[src/rtl/irq_ctl_pkg.sv]
package irq_ctl_pkg;
  localparam int REG_W       = 8;
  localparam int NUM_FLAGS   = 3;
  localparam int BIT_GLB_EN  = 7;
  localparam int BIT_PER_EN  = 6;
  localparam int BIT_TMR_EN  = 5;
  localparam int BIT_PIN_EN  = 4;
  localparam int BIT_CHG_EN  = 3;
  localparam int BIT_TMR_FLG = 2;
  localparam int BIT_PIN_FLG = 1;
  localparam int BIT_CHG_FLG = 0;
endpackage

[src/rtl/irq_edge_det.sv]
module irq_edge_det (
  input  logic clk,
  input  logic rst,
  input  logic sig_i,
  output logic rise_o
);
  logic prev_q;

  // prev_q is loaded during reset so that a pin already high gives no edge
  always_ff @(posedge clk) begin
    prev_q <= sig_i;
  end

  assign rise_o = sig_i & ~prev_q & ~rst;
endmodule

[src/rtl/irq_chg_det.sv]
module irq_chg_det #(
  parameter int N = 6
) (
  input  logic         clk,
  input  logic         rst,
  input  logic [N-1:0] pins_i,
  input  logic [N-1:0] mask_i,
  input  logic         resync_i,
  output logic         chg_o
);
  logic [N-1:0] snap_q;
  logic [N-1:0] diff;

  always_ff @(posedge clk) begin
    if (rst || resync_i) snap_q <= pins_i;
  end

  assign diff  = (pins_i ^ snap_q) & mask_i;
  assign chg_o = |diff;


  snap_load_chk: assert property (@(posedge clk) resync_i |=> (snap_q == $past(pins_i)));
endmodule

[src/rtl/irq_ctl_reg.sv]
module irq_ctl_reg
  import irq_ctl_pkg::*;
(
  input  logic                 clk,
  input  logic                 rst,
  input  logic                 wr_i,
  input  logic [REG_W-1:0]     wdata_i,
  input  logic [NUM_FLAGS-1:0] evt_i,
  output logic [REG_W-1:0]     ctl_o
);
  logic [REG_W-1:0] ctl_q;

  always_ff @(posedge clk) begin
    if (rst)       ctl_q[REG_W-1:NUM_FLAGS] <= '0;
    else if (wr_i) ctl_q[REG_W-1:NUM_FLAGS] <= wdata_i[REG_W-1:NUM_FLAGS];
  end

  for (genvar k = 0; k < NUM_FLAGS; k++) begin : g_flag
    always_ff @(posedge clk) begin
      if (rst)           ctl_q[k] <= 1'b0;
      else if (evt_i[k]) ctl_q[k] <= 1'b1;
      else if (wr_i)     ctl_q[k] <= wdata_i[k];
    end


    flag_set_chk: assert property (@(posedge clk) disable iff (rst) evt_i[k] |=> ctl_q[k]);

    flag_hold_chk: assert property (@(posedge clk) disable iff (rst) (ctl_q[k] && !wr_i) |=> ctl_q[k]);
  end


  reset_zero_chk: assert property (@(posedge clk) rst |=> (ctl_q == '0));

  assign ctl_o = ctl_q;
endmodule

[src/rtl/irq_ctl_top.sv]
module irq_ctl_top
  import irq_ctl_pkg::*;
#(
  parameter int              PORT_W    = 6,
  parameter int              ADDR_W    = 8,
  parameter logic [ADDR_W-1:0] ADDR_MAIN = 8'h0B,
  parameter logic [ADDR_W-1:0] ADDR_ALT  = 8'h8B,
  parameter logic [ADDR_W-1:0] ADDR_PORT = 8'h05
) (
  input  logic              clk,
  input  logic              rst,
  input  logic              tmr_ovf_i,
  input  logic              ext_pin_i,
  input  logic [PORT_W-1:0] port_pins_i,
  input  logic [PORT_W-1:0] chg_mask_i,
  input  logic              periph_req_i,
  input  logic [ADDR_W-1:0] bus_addr_i,
  input  logic              bus_wr_i,
  input  logic [7:0]        bus_wdata_i,
  input  logic              bus_rd_i,
  output logic [7:0]        bus_rdata_o,
  output logic              irq_o
);
  logic                 hit;
  logic                 pin_rise;
  logic                 port_chg;
  logic [NUM_FLAGS-1:0] evt;
  logic [REG_W-1:0]     ctl;
  logic                 req_any;

  assign hit = (bus_addr_i == ADDR_MAIN) || (bus_addr_i == ADDR_ALT);

  irq_edge_det u_edge (
    .clk    (clk),
    .rst    (rst),
    .sig_i  (ext_pin_i),
    .rise_o (pin_rise)
  );

  irq_chg_det #(.N(PORT_W)) u_chg (
    .clk      (clk),
    .rst      (rst),
    .pins_i   (port_pins_i),
    .mask_i   (chg_mask_i),
    .resync_i (bus_rd_i && (bus_addr_i == ADDR_PORT)),
    .chg_o    (port_chg)
  );

  always_comb begin
    evt = '0;
    evt[BIT_TMR_FLG] = tmr_ovf_i;
    evt[BIT_PIN_FLG] = pin_rise;
    evt[BIT_CHG_FLG] = port_chg;
  end

  irq_ctl_reg u_reg (
    .clk     (clk),
    .rst     (rst),
    .wr_i    (bus_wr_i && hit),
    .wdata_i (bus_wdata_i),
    .evt_i   (evt),
    .ctl_o   (ctl)
  );

  assign req_any = (ctl[BIT_TMR_EN] & ctl[BIT_TMR_FLG])
                 | (ctl[BIT_PIN_EN] & ctl[BIT_PIN_FLG])
                 | (ctl[BIT_CHG_EN] & ctl[BIT_CHG_FLG])
                 | (ctl[BIT_PER_EN] & periph_req_i);

  always_ff @(posedge clk) begin
    if (rst) begin
      irq_o       <= 1'b0;
      bus_rdata_o <= '0;
    end else begin
      irq_o       <= ctl[BIT_GLB_EN] & req_any;
      bus_rdata_o <= (bus_rd_i && hit) ? ctl : '0;
    end
  end


  glb_block_chk: assert property (@(posedge clk) disable iff (rst) !ctl[BIT_GLB_EN] |=> !irq_o);

  per_block_chk: assert property (@(posedge clk) disable iff (rst)
    (!ctl[BIT_PER_EN] && ((ctl[5:3] & ctl[2:0]) == 3'b000)) |=> !irq_o);

  rd_idle_chk: assert property (@(posedge clk) disable iff (rst) !(bus_rd_i && hit) |=> (bus_rdata_o == 8'h00));

  wr_ignore_chk: assert property (@(posedge clk) disable iff (rst)
    (!(bus_wr_i && hit) && (evt == '0)) |=> $stable(ctl));
endmodule

[config.mk]
export PLATFORM = sky130hd
export DESIGN_NAME = irq_ctl_top
export DESIGN_NICKNAME = d
export VERILOG_FILES = /design/src/rtl/irq_ctl_pkg.sv /design/src/rtl/irq_edge_det.sv /design/src/rtl/irq_chg_det.sv /design/src/rtl/irq_ctl_reg.sv /design/src/rtl/irq_ctl_top.sv
export SDC_FILE = /design/constraint.sdc
export NUM_CORES = 1
export LEC_CHECK = 0
export ABC_AREA = 1
export BUFFER_PORTS_ARGS = -buffer_cell sky130_fd_sc_hd__buf_4
export CELL_PAD_IN_SITES_DETAIL_PLACEMENT = 1
export CELL_PAD_IN_SITES_GLOBAL_PLACEMENT = 2
export CORE_MARGIN = 4
export CORE_UTILIZATION = 26
export DETAILED_ROUTE_END_ITERATION = 12
export GPL_TIMING_DRIVEN = 0
export PLACE_DENSITY = 0.87
export SYNTH_ARGS = -nofsm -noshare
export SYNTH_HDL_FRONTEND = slang
export SYNTH_SLANG_ARGS = --single-unit
[constraint.sdc]
create_clock -name clk -period 1.4 [get_ports clk]
set_input_delay 0 -clock clk [delete_from_list [all_inputs] [get_ports clk]]
set_output_delay 0 -clock clk [all_outputs]
set_load 0.05 [all_outputs]
==> summary.txt <==
GRT
  • GRT Total Usage: 12.85%
  • Largest net degree at the start of global routing: 15
  • First-pass GRT wire length: 4892 um
  • Gr ovfl total: 0
  • Initial antenna violation count: 0
  • Vias in the first global route: 1077

Critical path
  • CP max FO: 8
  • FF-to-FF setup slack: 0.39 ns
  • Crit end category: register
  • CP Depth: 5
  • R2R Path End: u_reg.ctl_o[0]$_SDFFE_PP0P_
  • Crit-path cells: dlygate4sd3_1 > buf_4 > inv_1 > nand4_1 > nor2_1
  • Worst setup startpoint: rst
  • CP max stage delay: 0.55 ns
  • CP Capture Point: bus_rdata_o[4]$_SDFF_PP0_
  • Crit path buffers/inverters: 3
  • Reg2reg start: u_chg.snap_q[1]$_DFFE_PP_
  • Type of the worst setup path: primary input to register
  • R2R depth: 6
  • Required @ worst endpoint: 1.59 ns
  • CP Launch Type: primary input
  • Worst path slowest cell: dlygate4sd3_1
  • Top Family by Delay on Critical Path: buffers and inverters
  • Arr. time, crit path: 1.48 ns

Place
  • IO Port Bufs: 43
  • HPWL Detailed: 2166 um
  • Cell Area, Placed: 0.001349 mm2
  • GPL Wtd Cong: 0.7296

Pwr
  • Power, Total: 1.450 mW
  • Worst VDD drop: 0.3886 mV
  • Clock group share of total power: 36.5%
  • Net Sw Power: 0.3019 mW
  • Leak Pwr: 0.7095 nW
  • Seq pwr share: 51.3%
  • Pwr Density: 963.1 mW/mm2
  • Net Sw Frac: 20.83%
  • Pint: 1.148 mW
  • Combinational share of power: 12.2%

Synthesis
  • Yosys Warn Count: 0
  • Yosys reg bits: 24
  • FFs w/ async S/R, synth: 0%
  • Avg Cell Area, Syn: 8.004 um2
  • Ys flop type: dfxtp_1
  • Syn nets: 156
  • Post-Synthesis Cells: 121
  • Number of synthesized flops with an enable pin: 6
  • Synth cell types: 19
  • Post-Syn Area: 968.4 um2
  • Post-synthesis sequential area ratio: 55.81%

Clocking
  • Worst-case clock buffer depth: 2
  • Root Driver: clkbuf_8
  • Clock H-tree levels: 1
  • Clk sinks: 24
  • Worst skew pair latency: 0.27 ns
  • CTS buffer count: 3
  • CTS resizes: 0
  • Worst-path clk slew: 0.08 ns
  • CTS tree: yes

Hold path
  • Hold path start: bus_wdata_i[7]
  • HP Class: primary input to register

Timing
  • Final Max Tran Viols: 0
  • Tcrit/Tclk final: 91.66%
  • Unrepaired setup endpoints after global routing: no
  • Relative slew slack: 74.37%
  • Number of setup violations in the final report: 0
  • Max Fclk: 779.3 MHz
  • Slew at the pin closest to its max-slew limit: 0.3833 ns
  • Final Hold Fails: 0
  • TNS Setup: 0 ns
  • Worst Skew: 0.0008090 ns
  • Final min period: 1.283 ns

Drt
  • Final antenna-violating net count: 0
  • DRT Wirelength: 2748 um
  • Vias per std cell: 4.251
  • Drt drc: 0
  • TritonRoute pass-1 iters: 4
  • DR iter-0 viols: 27
  • Total number of vias: 948
  • Drt wl/cell: 12.32 um

Finish
  • # diodes: 0
  • Layout area overhead: 55.43%
  • Number of nets in the final layout: 213
  • # fillers: 445
  • Fin area: 0.001505 mm2
  • Share of layout cells above drive strength 1: 29.94%

Floorplanning
  • Initial core utilization: 27.92%
  • Area of the die: 0.004765 mm2
  • # IOs: 44
  • Die height: 69.03 um
  • Core area: 0.003468 mm2
  • Std-Cell Rows: 21
  • Die W: 69.03 um

Run
  • Maxcap violations: 0

Status
  • Outcome: finished clean
==> power by group through the flow <==
stage | sequential [mW] | clock, mW | combinational [mW]
after global placement | 0.758 | 0 | 0.151
after CTS | 0.744 | 0.550 | 0.180
after global routing | 0.747 | 0.576 | 0.203
after floorplan | 0.757 | 0 | 0.0608
final | 0.743 | 0.529 | 0.177
after detailed placement | 0.760 | 0 | 0.159
==> cells in the mapped netlist (2+ instances only) <==
library cell   n  area [um2]
edfxtp_1       6       180.2
nor2_1        21       78.83
a21oi_1        7       35.03
dfxtp_1       18       360.4
nand3_1        5       25.02
o21ai_1        2       10.01
o21ai_0        4       20.02
inv_1         20       75.07
nor2_2         2       12.51
nand4_1        2       12.51
nand2_1       26       97.59
==> registers in the layout, indices dropped and copies added, names as in the netlist <==
signal and cells:
u_edge.prev_q 1, u_reg.ctl_o 8, bus_rdata_o 8, irq_o 1
u_chg.snap_q 6
==> cells in the final DEF (no fill, tap or decap), drive strengths merged <==
master,instances
nor3,1
inv,20
nand2,26
o21ai,7
a21oi,7
buf,44
clkbuf,4
dlygate4sd3,9
edfxtp,6
nand3,6
nand4,2
or2,1
nor2,23
nor4,1
o22ai,1
dfxtp,18
nand3b,1
==> what timing repair did <==
item                      CTS  global route
buffers inserted            0             0
hold buffers                9             0
hold endpoints to repair   12             0
==> worst min path at each step <==
stage               slack [ns]                          end  cells past startpoint
global route              0.03  u_reg.ctl_o[6]$_SDFFE_PP0P_                      3
floorplan                 0.03        u_edge.prev_q$_DFF_P_                      0
finish                    0.01  u_reg.ctl_o[7]$_SDFFE_PP0P_                      3
global placement          0.12        u_edge.prev_q$_DFF_P_                      1
CTS                      0.004  u_reg.ctl_o[7]$_SDFFE_PP0P_                      3
detailed placement        0.12        u_edge.prev_q$_DFF_P_                      1
==> layer usage <==
metal	wire [um]	global-route usage [%]
met5	0	0
met4	87	8.026
met3	101	2.762
met2	1515	23.62
met1	1043	12.98
==> through the flow <==
step / setup WS (ns) / instances / utilization [%] / hold WS, ns
floorplan: 0.4949 / 121 / - / 0.02772
global placement: 0.2953 / 210 / 38.89 / 0.1185
detailed placement: 0.3280 / 210 / 38.89 / 0.1221
CTS: 0.1064 / 223 / 43.40 / 0.004167
global route: 0.009960 / 223 / 43.40 / 0.03116
finish: 0.1168 / 223 / 43.40 / 0.009778
==> kinds of logic (layout without fill, tap and decap cells) <==
logic type,Yosys count,in the layout,synth area share [%]
buffers and inverters,21,77,8.914
flip-flops,24,24,55.81
AO/OA/AOI/OAI,15,15,8.269
AND/OR/NAND/NOR,61,61,27.00
==> worst register-to-register path, stage by stage, from the launching register on <==
cell,delay [ns]
edfxtp_1,0.40
nor2_1,0.13
nor2_1,0.05
nor2_1,0.09
nand3_1,0.08
nor2_1,0.11
nor2_1,0.04
==> final cells by class <==
cell class | count | area [um2] | area share (%)
plain buffers | 1 | 11.26 | 0.7481
clock buffers | 4 | 66.31 | 4.406
inverters | 20 | 75.07 | 4.988
multi-input cells | 76 | 341.6 | 22.69
flip-flops and latches | 24 | 540.5 | 35.91
well taps | 46 | 57.56 | 3.824
repair buffers | 52 | 412.9 | 27.43
(Power assumes the default switching activity.)
